<file path="config.mk">
export PLATFORM = sky130hd
export DESIGN_NAME = gpio_port
export DESIGN_NICKNAME = d
export VERILOG_FILES = /design/src/rtl/gpio_pkg.sv /design/src/rtl/gpio_sync.sv /design/src/rtl/gpio_edge.sv /design/src/rtl/gpio_irq_ctrl.sv /design/src/rtl/gpio_regs.sv /design/src/rtl/gpio_port.sv
export SDC_FILE = /design/constraint.sdc
export NUM_CORES = 1
export LEC_CHECK = 0
export ABC_CLOCK_PERIOD_IN_PS = 1800
export BUFFER_PORTS_ARGS = -buffer_cell sky130_fd_sc_hd__buf_2
export CORE_MARGIN = 2
export CORE_UTILIZATION = 52
export DETAILED_ROUTE_END_ITERATION = 10
export PLACE_DENSITY = 0.74
export SETUP_SLACK_MARGIN = 0.15
export SYNTH_ARGS = -nofsm -noshare
export SYNTH_HDL_FRONTEND = slang
export SYNTH_SLANG_ARGS = --single-unit
</file>
<file path="constraint.sdc">
create_clock -name clk -period 1.8 [get_ports clk]
set_clock_uncertainty 0.05 [all_clocks]
set_input_delay 0 -clock clk [delete_from_list [all_inputs] [get_ports clk]]
set_output_delay 0 -clock clk [all_outputs]
set_load 0.02 [all_outputs]
</file>
<file path="src/rtl/gpio_pkg.sv">
package gpio_pkg;

    localparam int REG_W    = 32;
    localparam int SEL_W    = 4;
    localparam int MODE_BIT = 10;
    localparam logic [REG_W-1:0] CTRL_FIXED = 32'h11FF_0000;

    typedef enum logic [SEL_W-1:0] {
        SEL_DIR    = 4'd0,
        SEL_POL    = 4'd1,
        SEL_VAL    = 4'd2,
        SEL_SET    = 4'd3,
        SEL_CLR    = 4'd4,
        SEL_CAUSE  = 4'd5,
        SEL_MASK_A = 4'd6,
        SEL_MASK_B = 4'd7,
        SEL_CTRL   = 4'd8
    } reg_sel_e;

    typedef enum logic {
        MODE_EDGE  = 1'b0,
        MODE_LEVEL = 1'b1
    } irq_mode_e;

    function automatic logic [REG_W-1:0] ctrl_word(input irq_mode_e m);
        return CTRL_FIXED | (REG_W'(m) << MODE_BIT);
    endfunction

endpackage

</file>
<file path="src/rtl/gpio_sync.sv">
module gpio_sync #(
    parameter int W = 32
) (
    input  logic         clk,
    input  logic         rst,
    input  logic [W-1:0] d,
    output logic [W-1:0] q
);
    logic [W-1:0] stage1;

    always_ff @(posedge clk) begin
        if (rst) begin
            stage1 <= '0;
            q      <= '0;
        end else begin
            stage1 <= d;
            q      <= stage1;
        end
    end
endmodule

</file>
<file path="src/rtl/gpio_edge.sv">
module gpio_edge #(
    parameter int W = 32
) (
    input  logic         clk,
    input  logic         rst,
    input  logic [W-1:0] sync_in,
    input  logic [W-1:0] pol,
    input  logic [W-1:0] dir,
    input  logic [W-1:0] out_val,
    output logic [W-1:0] rise,
    output logic [W-1:0] fall,
    output logic [W-1:0] pin_val
);
    logic [W-1:0] cond;
    logic [W-1:0] cond_q;

    assign cond = sync_in ^ pol;

    always_ff @(posedge clk) begin
        if (rst) cond_q <= '0;
        else     cond_q <= cond;
    end

    assign rise    = ~dir &  cond & ~cond_q;
    assign fall    = ~dir & ~cond &  cond_q;
    assign pin_val = (dir & out_val) | (~dir & cond);
endmodule

</file>
<file path="src/rtl/gpio_irq_ctrl.sv">
module gpio_irq_ctrl #(
    parameter int W   = 32,
    parameter int GRP = 8
) (
    input  logic               clk,
    input  logic               rst,
    input  logic [W-1:0]       rise,
    input  logic [W-1:0]       fall,
    input  logic [W-1:0]       pin_val,
    input  logic [W-1:0]       mask,
    input  logic               level_mode,
    input  logic               cause_wr,
    input  logic [W-1:0]       cause_wdata,
    output logic [W-1:0]       cause,
    output logic [W/GRP-1:0]   req
);
    localparam int NG = W / GRP;

    logic edge_wr;
    assign edge_wr = cause_wr && !level_mode;

    always_ff @(posedge clk) begin
        if (rst)          cause <= '0;
        else if (edge_wr) cause <= cause_wdata | rise;
        else              cause <= cause | rise;
    end

    AST_CAUSE_ON_RISE: assert property (@(posedge clk) disable iff (rst)
        (|rise) |=> ((cause & $past(rise)) == $past(rise)));

    AST_LEVEL_CAUSE_FROZEN: assert property (@(posedge clk) disable iff (rst)
        (level_mode && cause_wr && rise == '0) |=> $stable(cause));

    for (genvar g = 0; g < NG; g++) begin : g_grp
        logic set_g, edge_clr_g, lvl_clr_g;

        assign set_g      = |(rise[g*GRP +: GRP] & mask[g*GRP +: GRP]);
        assign edge_clr_g = edge_wr
                          && (|(cause[g*GRP +: GRP] ^ cause_wdata[g*GRP +: GRP]))
                          && !(|cause_wdata[g*GRP +: GRP]);
        assign lvl_clr_g  = level_mode
                          && (|fall[g*GRP +: GRP])
                          && !(|pin_val[g*GRP +: GRP]);

        always_ff @(posedge clk) begin
            if (rst)                          req[g] <= 1'b0;
            else if (set_g)                   req[g] <= 1'b1;
            else if (edge_clr_g || lvl_clr_g) req[g] <= 1'b0;
        end

        AST_REQ_NEEDS_CAUSE: assert property (@(posedge clk) disable iff (rst)
            $rose(req[g]) |-> (|cause[g*GRP +: GRP]));

        AST_LEVEL_CLEAR: assert property (@(posedge clk) disable iff (rst)
            (level_mode && (|fall[g*GRP +: GRP]) && !(|pin_val[g*GRP +: GRP])
             && !(|(rise[g*GRP +: GRP] & mask[g*GRP +: GRP])))
            |=> !req[g]);
    end
endmodule

</file>
<file path="src/rtl/gpio_regs.sv">
module gpio_regs
    import gpio_pkg::*;
#(
    parameter int W = 32
) (
    input  logic             clk,
    input  logic             rst,
    input  logic             wr_en,
    input  logic [SEL_W-1:0] addr,
    input  logic [REG_W-1:0] wdata,
    input  logic [W-1:0]     cause,
    input  logic [W-1:0]     pin_val,
    output logic [W-1:0]     dir,
    output logic [W-1:0]     pol,
    output logic [W-1:0]     out_val,
    output logic [W-1:0]     mask,
    output logic             level_mode,
    output logic             cause_wr,
    output logic [W-1:0]     cause_wdata,
    output logic [REG_W-1:0] rdata
);
    reg_sel_e     sel;
    logic [W-1:0] wbits;
    logic [W-1:0] wout;

    assign sel         = reg_sel_e'(addr);
    assign wbits       = wdata[W-1:0];
    assign wout        = wbits & dir;
    assign cause_wr    = wr_en && (sel == SEL_CAUSE);
    assign cause_wdata = wbits;

    always_ff @(posedge clk) begin
        if (rst) begin
            dir        <= '0;
            pol        <= '0;
            out_val    <= '0;
            mask       <= '0;
            level_mode <= MODE_EDGE;
        end else if (wr_en) begin
            case (sel)
                SEL_DIR:    dir        <= wbits;
                SEL_POL:    pol        <= wbits;
                SEL_VAL:    out_val    <= (out_val & ~dir) | wout;
                SEL_SET:    out_val    <= out_val | wout;
                SEL_CLR:    out_val    <= out_val & ~wout;
                SEL_MASK_A,
                SEL_MASK_B: mask       <= wbits;
                SEL_CTRL:   level_mode <= wdata[MODE_BIT];
                default:    ;
            endcase
        end
    end

    always_comb begin
        rdata = '0;
        case (sel)
            SEL_DIR:    rdata[W-1:0] = dir;
            SEL_POL:    rdata[W-1:0] = pol;
            SEL_VAL:    rdata[W-1:0] = pin_val;
            SEL_CAUSE:  rdata[W-1:0] = cause;
            SEL_MASK_A,
            SEL_MASK_B: rdata[W-1:0] = mask;
            SEL_CTRL:   rdata        = ctrl_word(irq_mode_e'(level_mode));
            default:    rdata        = '0;
        endcase
    end

    AST_SET_ONLY_OUTPUTS: assert property (@(posedge clk) disable iff (rst)
        (wr_en && sel == SEL_SET)
        |=> ((out_val & $past(wbits & dir)) == $past(wbits & dir))
            && ((out_val & ~$past(dir)) == ($past(out_val) & ~$past(dir))));

    AST_MASK_ALIAS: assert property (@(posedge clk) disable iff (rst)
        (wr_en && sel == SEL_MASK_B) |=> (mask == $past(wbits)));

    AST_CTRL_READ: assert property (@(posedge clk) disable iff (rst)
        (sel == SEL_CTRL) |-> (rdata[31:16] == 16'h11FF && rdata[9:0] == '0));
endmodule

</file>
<file path="src/rtl/gpio_port.sv">
module gpio_port
    import gpio_pkg::*;
#(
    parameter int NUM_PINS   = 32,
    parameter int GROUP_SIZE = 8
) (
    input  logic                           clk,
    input  logic                           rst,
    input  logic                           wr_en,
    input  logic [3:0]                     addr,
    input  logic [31:0]                    wdata,
    output logic [31:0]                    rdata,
    input  logic [NUM_PINS-1:0]            gpio_in,
    output logic [NUM_PINS-1:0]            gpio_out,
    output logic [NUM_PINS-1:0]            gpio_oe,
    output logic [NUM_PINS/GROUP_SIZE-1:0] irq
);
    localparam int NUM_GROUPS = NUM_PINS / GROUP_SIZE;

    logic [NUM_PINS-1:0] sync_in, rise, fall, pin_val;
    logic [NUM_PINS-1:0] dir, pol, out_val, mask, cause, cause_wdata;
    logic                level_mode, cause_wr;
    logic [NUM_GROUPS-1:0] req;

    gpio_sync #(.W(NUM_PINS)) i_sync (
        .clk(clk), .rst(rst), .d(gpio_in), .q(sync_in)
    );

    gpio_edge #(.W(NUM_PINS)) i_edge (
        .clk(clk), .rst(rst), .sync_in(sync_in), .pol(pol), .dir(dir),
        .out_val(out_val), .rise(rise), .fall(fall), .pin_val(pin_val)
    );

    gpio_regs #(.W(NUM_PINS)) i_regs (
        .clk(clk), .rst(rst), .wr_en(wr_en), .addr(addr), .wdata(wdata),
        .cause(cause), .pin_val(pin_val), .dir(dir), .pol(pol),
        .out_val(out_val), .mask(mask), .level_mode(level_mode),
        .cause_wr(cause_wr), .cause_wdata(cause_wdata), .rdata(rdata)
    );

    gpio_irq_ctrl #(.W(NUM_PINS), .GRP(GROUP_SIZE)) i_irq (
        .clk(clk), .rst(rst), .rise(rise), .fall(fall), .pin_val(pin_val),
        .mask(mask), .level_mode(level_mode), .cause_wr(cause_wr),
        .cause_wdata(cause_wdata), .cause(cause), .req(req)
    );

    assign gpio_out = out_val;
    assign gpio_oe  = dir;
    assign irq      = req;
endmodule

</file>
======== Word-level counts from Yosys, hierarchy flattened ========
Index checks and enable logic that the tools add are counted.
cells by class
  bitwise operators ....................... 26
  eq/ne operators ......................... 8
  reductions and logical operators ........ 63
  muxes and demuxes ....................... 11
operators by type and width
  operator                                                         count
  32-bit AND                                                       8
  32-bit case mux with 6 select lines                              1
  32-bit bitwise OR                                                5
  8-bit OR reduction                                               20
  32-bit NOT                                                       4
  32-bit case mux with 3 select lines                              1
  8-bit AND                                                        4
  32-bit two-way mux                                               1
  32-bit bitwise XOR                                               1
  8-bit bitwise XOR                                                4
  1-bit logical AND                                                18
  4-bit by 3-bit == test with 1-bit output, second input constant  4
  2-bit AND reduction                                              5
  1-bit zero test                                                  9
  4-bit by 2-bit == test with 1-bit output, second input constant  2
  1-bit two-way mux                                                8
  2-bit nonzero test                                               4
  4-bit by 1-bit == test with 1-bit output, second input constant  1
  4-bit == test, second input constant                             1
  4-bit zero test                                                  1
  1-bit logical OR                                                 4
  3-bit nonzero test                                               1
  2-bit OR reduction                                               1
word-level totals
  output and inout port bits .............. 100
  input port bits ......................... 71
  flip-flop bits (word level) ............. 261
  word-level logic and storage cells ...... 121

======== Depth between registers and ports, before layout ========
  depth in word-level cells ............... 10
  gate-level depth with buffers ........... 8
  depth with buffers taken out ............ 5

======== Modules after synthesis ========
Synthesis repeated with hierarchy kept, for this count alone.
unflattened totals
  cells, all modules ...................... 1,484
  area total of the unflattened synthesis .. 12,690.9 um^2
by module, submodules not included
  module         cells an instance  times used  area an instance (um^2)
  gpio_regs      872                1           6,518.8
  gpio_irq_ctrl  250                1           2,157.1
  gpio_edge      227                1           2,097.0
  gpio_sync      135                1           1,918.1

======== Worst setup path after synthesis ========
Ideal clock, no wire load.
  path kind ............................... input to output
  from .................................... input addr[2]
  to ...................................... output rdata[29]
  data arrival time ....................... 1.764 ns
  slack ................................... -0.014 ns
  path buffers ............................ 3
  cell stages on the path ................. 6
  cells stage by stage .................... buf_4 nand2b_4 or3_1 buf_2 buf_2 o311ai_0
on the way
  longest elaborated chain between the ends .. 3
  elaborated cells between the ends (all ways) .. 9
  those cells by class .................... 6 x eq/ne; 1 x mux; 2 x reduce/logical
RTL lines
  what                                      line             text
  start: declaration                        gpio_port.sv:10  input logic [3:0] addr,
  4-bit by 3-bit == test with 1-bit output  gpio_regs.sv:56  case (sel)
  2-bit OR reduction                        gpio_regs.sv:56
  32-bit case mux with 6 select lines (*)   gpio_regs.sv:56
  end: declaration                          gpio_port.sv:12  output logic [31:0] rdata,
Every way passes the cells marked *; elsewhere a longest branch is shown, timed or not.

======== Worst setup path in the final report ========
  from .................................... register i_regs.level_mode
  to ...................................... output rdata[10]
on the way
  longest elaborated chain between the ends .. 1
RTL lines
  what                                 line             text
  start: declaration                   gpio_regs.sv:17  output logic level_mode,
  start signal: assignment             gpio_regs.sv:48  SEL_CTRL: level_mode <= wdata[MODE_BIT];
  32-bit case mux with 6 select lines  gpio_regs.sv:56
Every way passes these cells.

==> impl_metrics.csv <==
group,metric,value,unit
job,maxCapViolCount,0,
synth,synthArstFlopShare,0,%
setup_path,reg2reg_to,"i_irq.req[0]$_SDFFE_PP0P_",
synth,synth_fp_nets,1496,
pwr,peakVddDrop,0.000816,V
place,placed_cell_area,0.0130,mm^2
clock_network,clkTransAtPathRegs,0.06,ns
setup_path,crit_end,"rdata[10]",
global_routing,grt_max_degree,71,
setup_path,max_stage_delay,0.33,ns
place,portBuffers,170,
synth,ys_warn_count,0,
global_routing,grt_pass1_vias,11600,
synth,synth_edf_count,0,
setup_path,r2r_start,"i_regs.level_mode$_SDFFE_PP0P_",
setup_path,endpoint_kind,"output port",
layout,nets,1768,
layout,utilization,73.7,%
pwr,fin_total_pwr,13.9,mW
place,gp_congestion,0.938,
synth,postSynthCellCount,1425,
worst_hold_path,min_from,"addr[2]",
sta,layout_min_cycle_time,1.93,ns
clock_network,cts.sinks,261,
setup_path,path_class,"reg -> out",
sta,worstMarginPinSlew,0.536,ns
sta,period_share,107,%
global_routing,gr-total-overflow,0,
global_routing,globalRouteTotalUtil,31.8,%
setup_path,reg2reg_slack,0.13,ns
route,wire_per_inst,19.8,um
synth,synth_flop_cell,"dfxtp_1",
floorplanning,die_area,0.0237,mm^2
global_routing,grt_use_met1,41.1,%
setup_path,cp_data_arrival_time,1.88,ns
sta,timing.final.ws_setup,-0.125,ns
setup_path,path_buf_inv,2,
layout,syn2layout_area_growth,38.5,%
synth,synth_xor_area_share,4.95,%
clock_network,htree_levels,1,
synth,synth_compound_area_share,19.3,%
floorplanning,fp.dieH,154,um
route,drt_iter0_drc,1406,
synth,synth-simple-area-share,23.0,%
synth,muxShareOfSynthArea,1.94,%
synth,synth-adder-area-share,0,%
sta,rsz0062_at_grt,"yes",
setup_path,cp_num_cells,6,
setup_path,cp_cell_sequence,"buf_6 -> mux2_4 -> a22o_1 -> a221oi_2 -> o21ai_1 -> buf_4",
route,antenna_left,0,
place,dpl.hpwl,24.9,mm
setup_path,crit_path_start_kind,"register",
sta,max_slew_margin,64.3,%
floorplanning,pin_count,171,
route,drt_first_pass_iters,8,
route,vias,12000,
sta,finalSetupTns,-0.125,ns
route,drt-total-wl,39.6,mm
sta,hold_viol_final,0,
sta,maxSlewViolCount,0,
layout,final_cell_area,0.0162,mm^2
pwr,powerDensity,860,mW/mm^2
clock_network,cts_tree,"yes",
clock_network,cts-buffers-inserted,27,
floorplanning,core-area,0.0220,mm^2
floorplanning,die_x,154,um
synth,synth_area,0.0117,mm^2
global_routing,antenna_found_initial,4,
run_status,status,"finished with violations",
clock_network,clk_path_buf_depth,3,
worst_hold_path,hold_class,"in -> reg",
route,post_drt_via_cell_ratio,5.99,
setup_path,reg2regPathDepth,7,
synth,ys_types,56,
global_routing,grt_pass1_wl,61.0,mm
synth,ys_seq_area_share,44.7,%
route,drc,0,
clock_network,cts-root-buf,"clkbuf_16",
sta,finalSetupViolCount,1,
setup_path,crit_slowest_cell,"dfxtp_2",
floorplanning,start_util,53.2,%
run_status,violations,"negative setup slack",
global_routing,busiest_layer,"met2",
setup_path,crit_required,1.75,ns
setup_path,worst_setup_path_startpoint,"i_regs.level_mode$_SDFFE_PP0P_",
pwr,p_leak,6.16,nW
global_routing,grt_use_met3,4.85,%
synth,syn_area_per_cell,8.20,um^2
setup_path,critPathTopFamily,"compound AO/OA/AOI/OAI gates",
setup_path,crit_path_max_fanout,2,
synth,synth_top_family_by_area,"simple AND/OR/NAND/NOR gates",
global_routing,use_met2,53.4,%
floorplanning,row_count,54,
clock_network,clkLatencyLatePin,0.54,ns
sta,fmax,519,MHz
synth,synth_seq_cells,261,
layout,drive_gt1_share,31.4,%
==> worst min path at each step <==
stage,endpoint,slack (ns),cells after the start
after floorplan,i_sync.stage1[0]$_SDFF_PP0_,0.08,1
after global placement,i_sync.stage1[12]$_SDFF_PP0_,0.16,2
after detailed placement,i_sync.stage1[17]$_SDFF_PP0_,0.16,2
after CTS,i_regs.out_val[26]$_SDFFE_PP0P_,0.11,5
after global routing,i_regs.out_val[19]$_SDFFE_PP0P_,0.09,5
final,i_regs.out_val[26]$_SDFFE_PP0P_,0.08,5
==> flip-flops by register name (all words and copies together), names as in the netlist <==
| name | flops |
|---|---|
| i_edge.cond_q | 32 |
| i_irq.cause | 32 |
| i_regs.dir | 32 |
| i_regs.mask | 32 |
| i_regs.out_val | 32 |
| i_regs.pol | 32 |
| i_sync.q | 32 |
| i_sync.stage1 | 32 |
| i_irq.req | 4 |
| i_regs.level_mode | 1 |
==> kinds of logic after synthesis <==
kind of cell | after synthesis
buffers and inverters | 173
muxes | 22
DFF | 261
AOI/OAI and AO/OA | 324
xor gates and xnor gates | 66
and+or+nand+nor | 579
==> final cells by class <==
type,count,area [um^2]
sequential,261,5380
fill,1572,5780
tap,280,350
clock inverter,14,273
antenna,4,10.0
inverter,30,113
timing repair buffer,386,2910
multi-input combinational,991,6400
clock buffer,34,742
==> report_power, final <==
part	internal, mW	leakage, nW	switching, mW
Sequential	5.94	2.17	0.150
Combinational	0.657	3.49	0.773
Clock	4.05	0.498	2.36
Total	10.6	6.16	3.28
==> synth_stat cells (2+ instances only) <==
| cell | count | share of area (%) |
|---|---|---|
| or3_1 | 18 | 0.96 |
| o21ai_0 | 13 | 0.56 |
| nand3b_1 | 12 | 0.77 |
| nor4b_1 | 2 | 0.15 |
| xnor2_1 | 33 | 2.5 |
| nand4_1 | 12 | 0.64 |
| a32o_1 | 3 | 0.26 |
| a31oi_1 | 34 | 1.8 |
| nor4bb_1 | 2 | 0.17 |
| nor4_1 | 17 | 0.91 |
| buf_2 | 18 | 0.77 |
| a221oi_1 | 3 | 0.22 |
| nor2_1 | 76 | 2.4 |
| inv_1 | 30 | 0.96 |
| o211ai_1 | 47 | 3.0 |
| nor3_1 | 8 | 0.34 |
| clkbuf_1 | 113 | 3.6 |
| nand2b_1 | 11 | 0.59 |
| a21oi_1 | 107 | 4.6 |
| o32ai_1 | 9 | 0.67 |
| xor2_1 | 33 | 2.5 |
| o2111ai_1 | 12 | 0.90 |
| a22oi_1 | 11 | 0.71 |
| mux2_2 | 5 | 0.48 |
| nor2b_1 | 83 | 4.4 |
| buf_4 | 9 | 0.58 |
| and2_1 | 3 | 0.16 |
| and3_1 | 2 | 0.11 |
| a21o_1 | 6 | 0.39 |
| clkbuf_2 | 3 | 0.13 |
| nand3_1 | 20 | 0.86 |
| a32oi_1 | 33 | 2.5 |
| mux2i_1 | 17 | 1.5 |
| nand2_1 | 308 | 9.9 |
| dfxtp_1 | 261 | 45 |
| o311ai_0 | 5 | 0.37 |
| a222oi_1 | 24 | 2.1 |
| o22ai_1 | 4 | 0.21 |
==> cells in the final DEF (no fill, tap or decap), drive strengths merged, types with 9 or more instances in the layout <==
cell type	instances
a21oi	108
nor4	18
a31oi	34
nand3	20
a32oi	33
nand4	12
a222oi	24
clkbuf	35
o2111ai	12
dfxtp	261
xor2	33
nand2b	12
buf	311
xnor2	33
inv	30
o211ai	47
a22oi	11
o21ai	13
o32ai	9
mux2i	17
or3	18
dlygate4sd3	74
nor2b	83
nor2	76
nand3b	12
nand2	308
==> worst min-delay path: cells and delay by family <==
kind,cells,cell delay [ns]
AO/OA/AOI/OAI,1,0.20
buffers and inverters,1,0.10
AND/OR/NAND/NOR,3,0.31
==> stage by stage <==
step	std cells	worst slack (ns)	hold WS, ns
after global placement	1810	0.0913	0.156
after detailed placement	1810	0.0389	0.162
final	2000	-0.125	0.0772
after CTS	1975	-0.172	0.109
after global routing	1998	-0.160	0.0929
after floorplan	1425	-0.0142	0.0782
==> metal layers <==
layer,vias to the layer above,part of all wire [%],wire length [um]
li1,5498,-,-
met1,5644,39,15300
met2,726,48,18900
met3,121,9.9,3930
met4,0,3.7,1460
met5,-,0,0
==> timing repair <==
action,CTS,global route
cloned,0,0
endpoints found under the setup margin,35,57
endpoints found under the hold margin,209,0
resized for setup,162,94
pin swaps,46,47
hold buffers,74,0
setup buffers,43,21
Power figures use the tool's default switching activity.
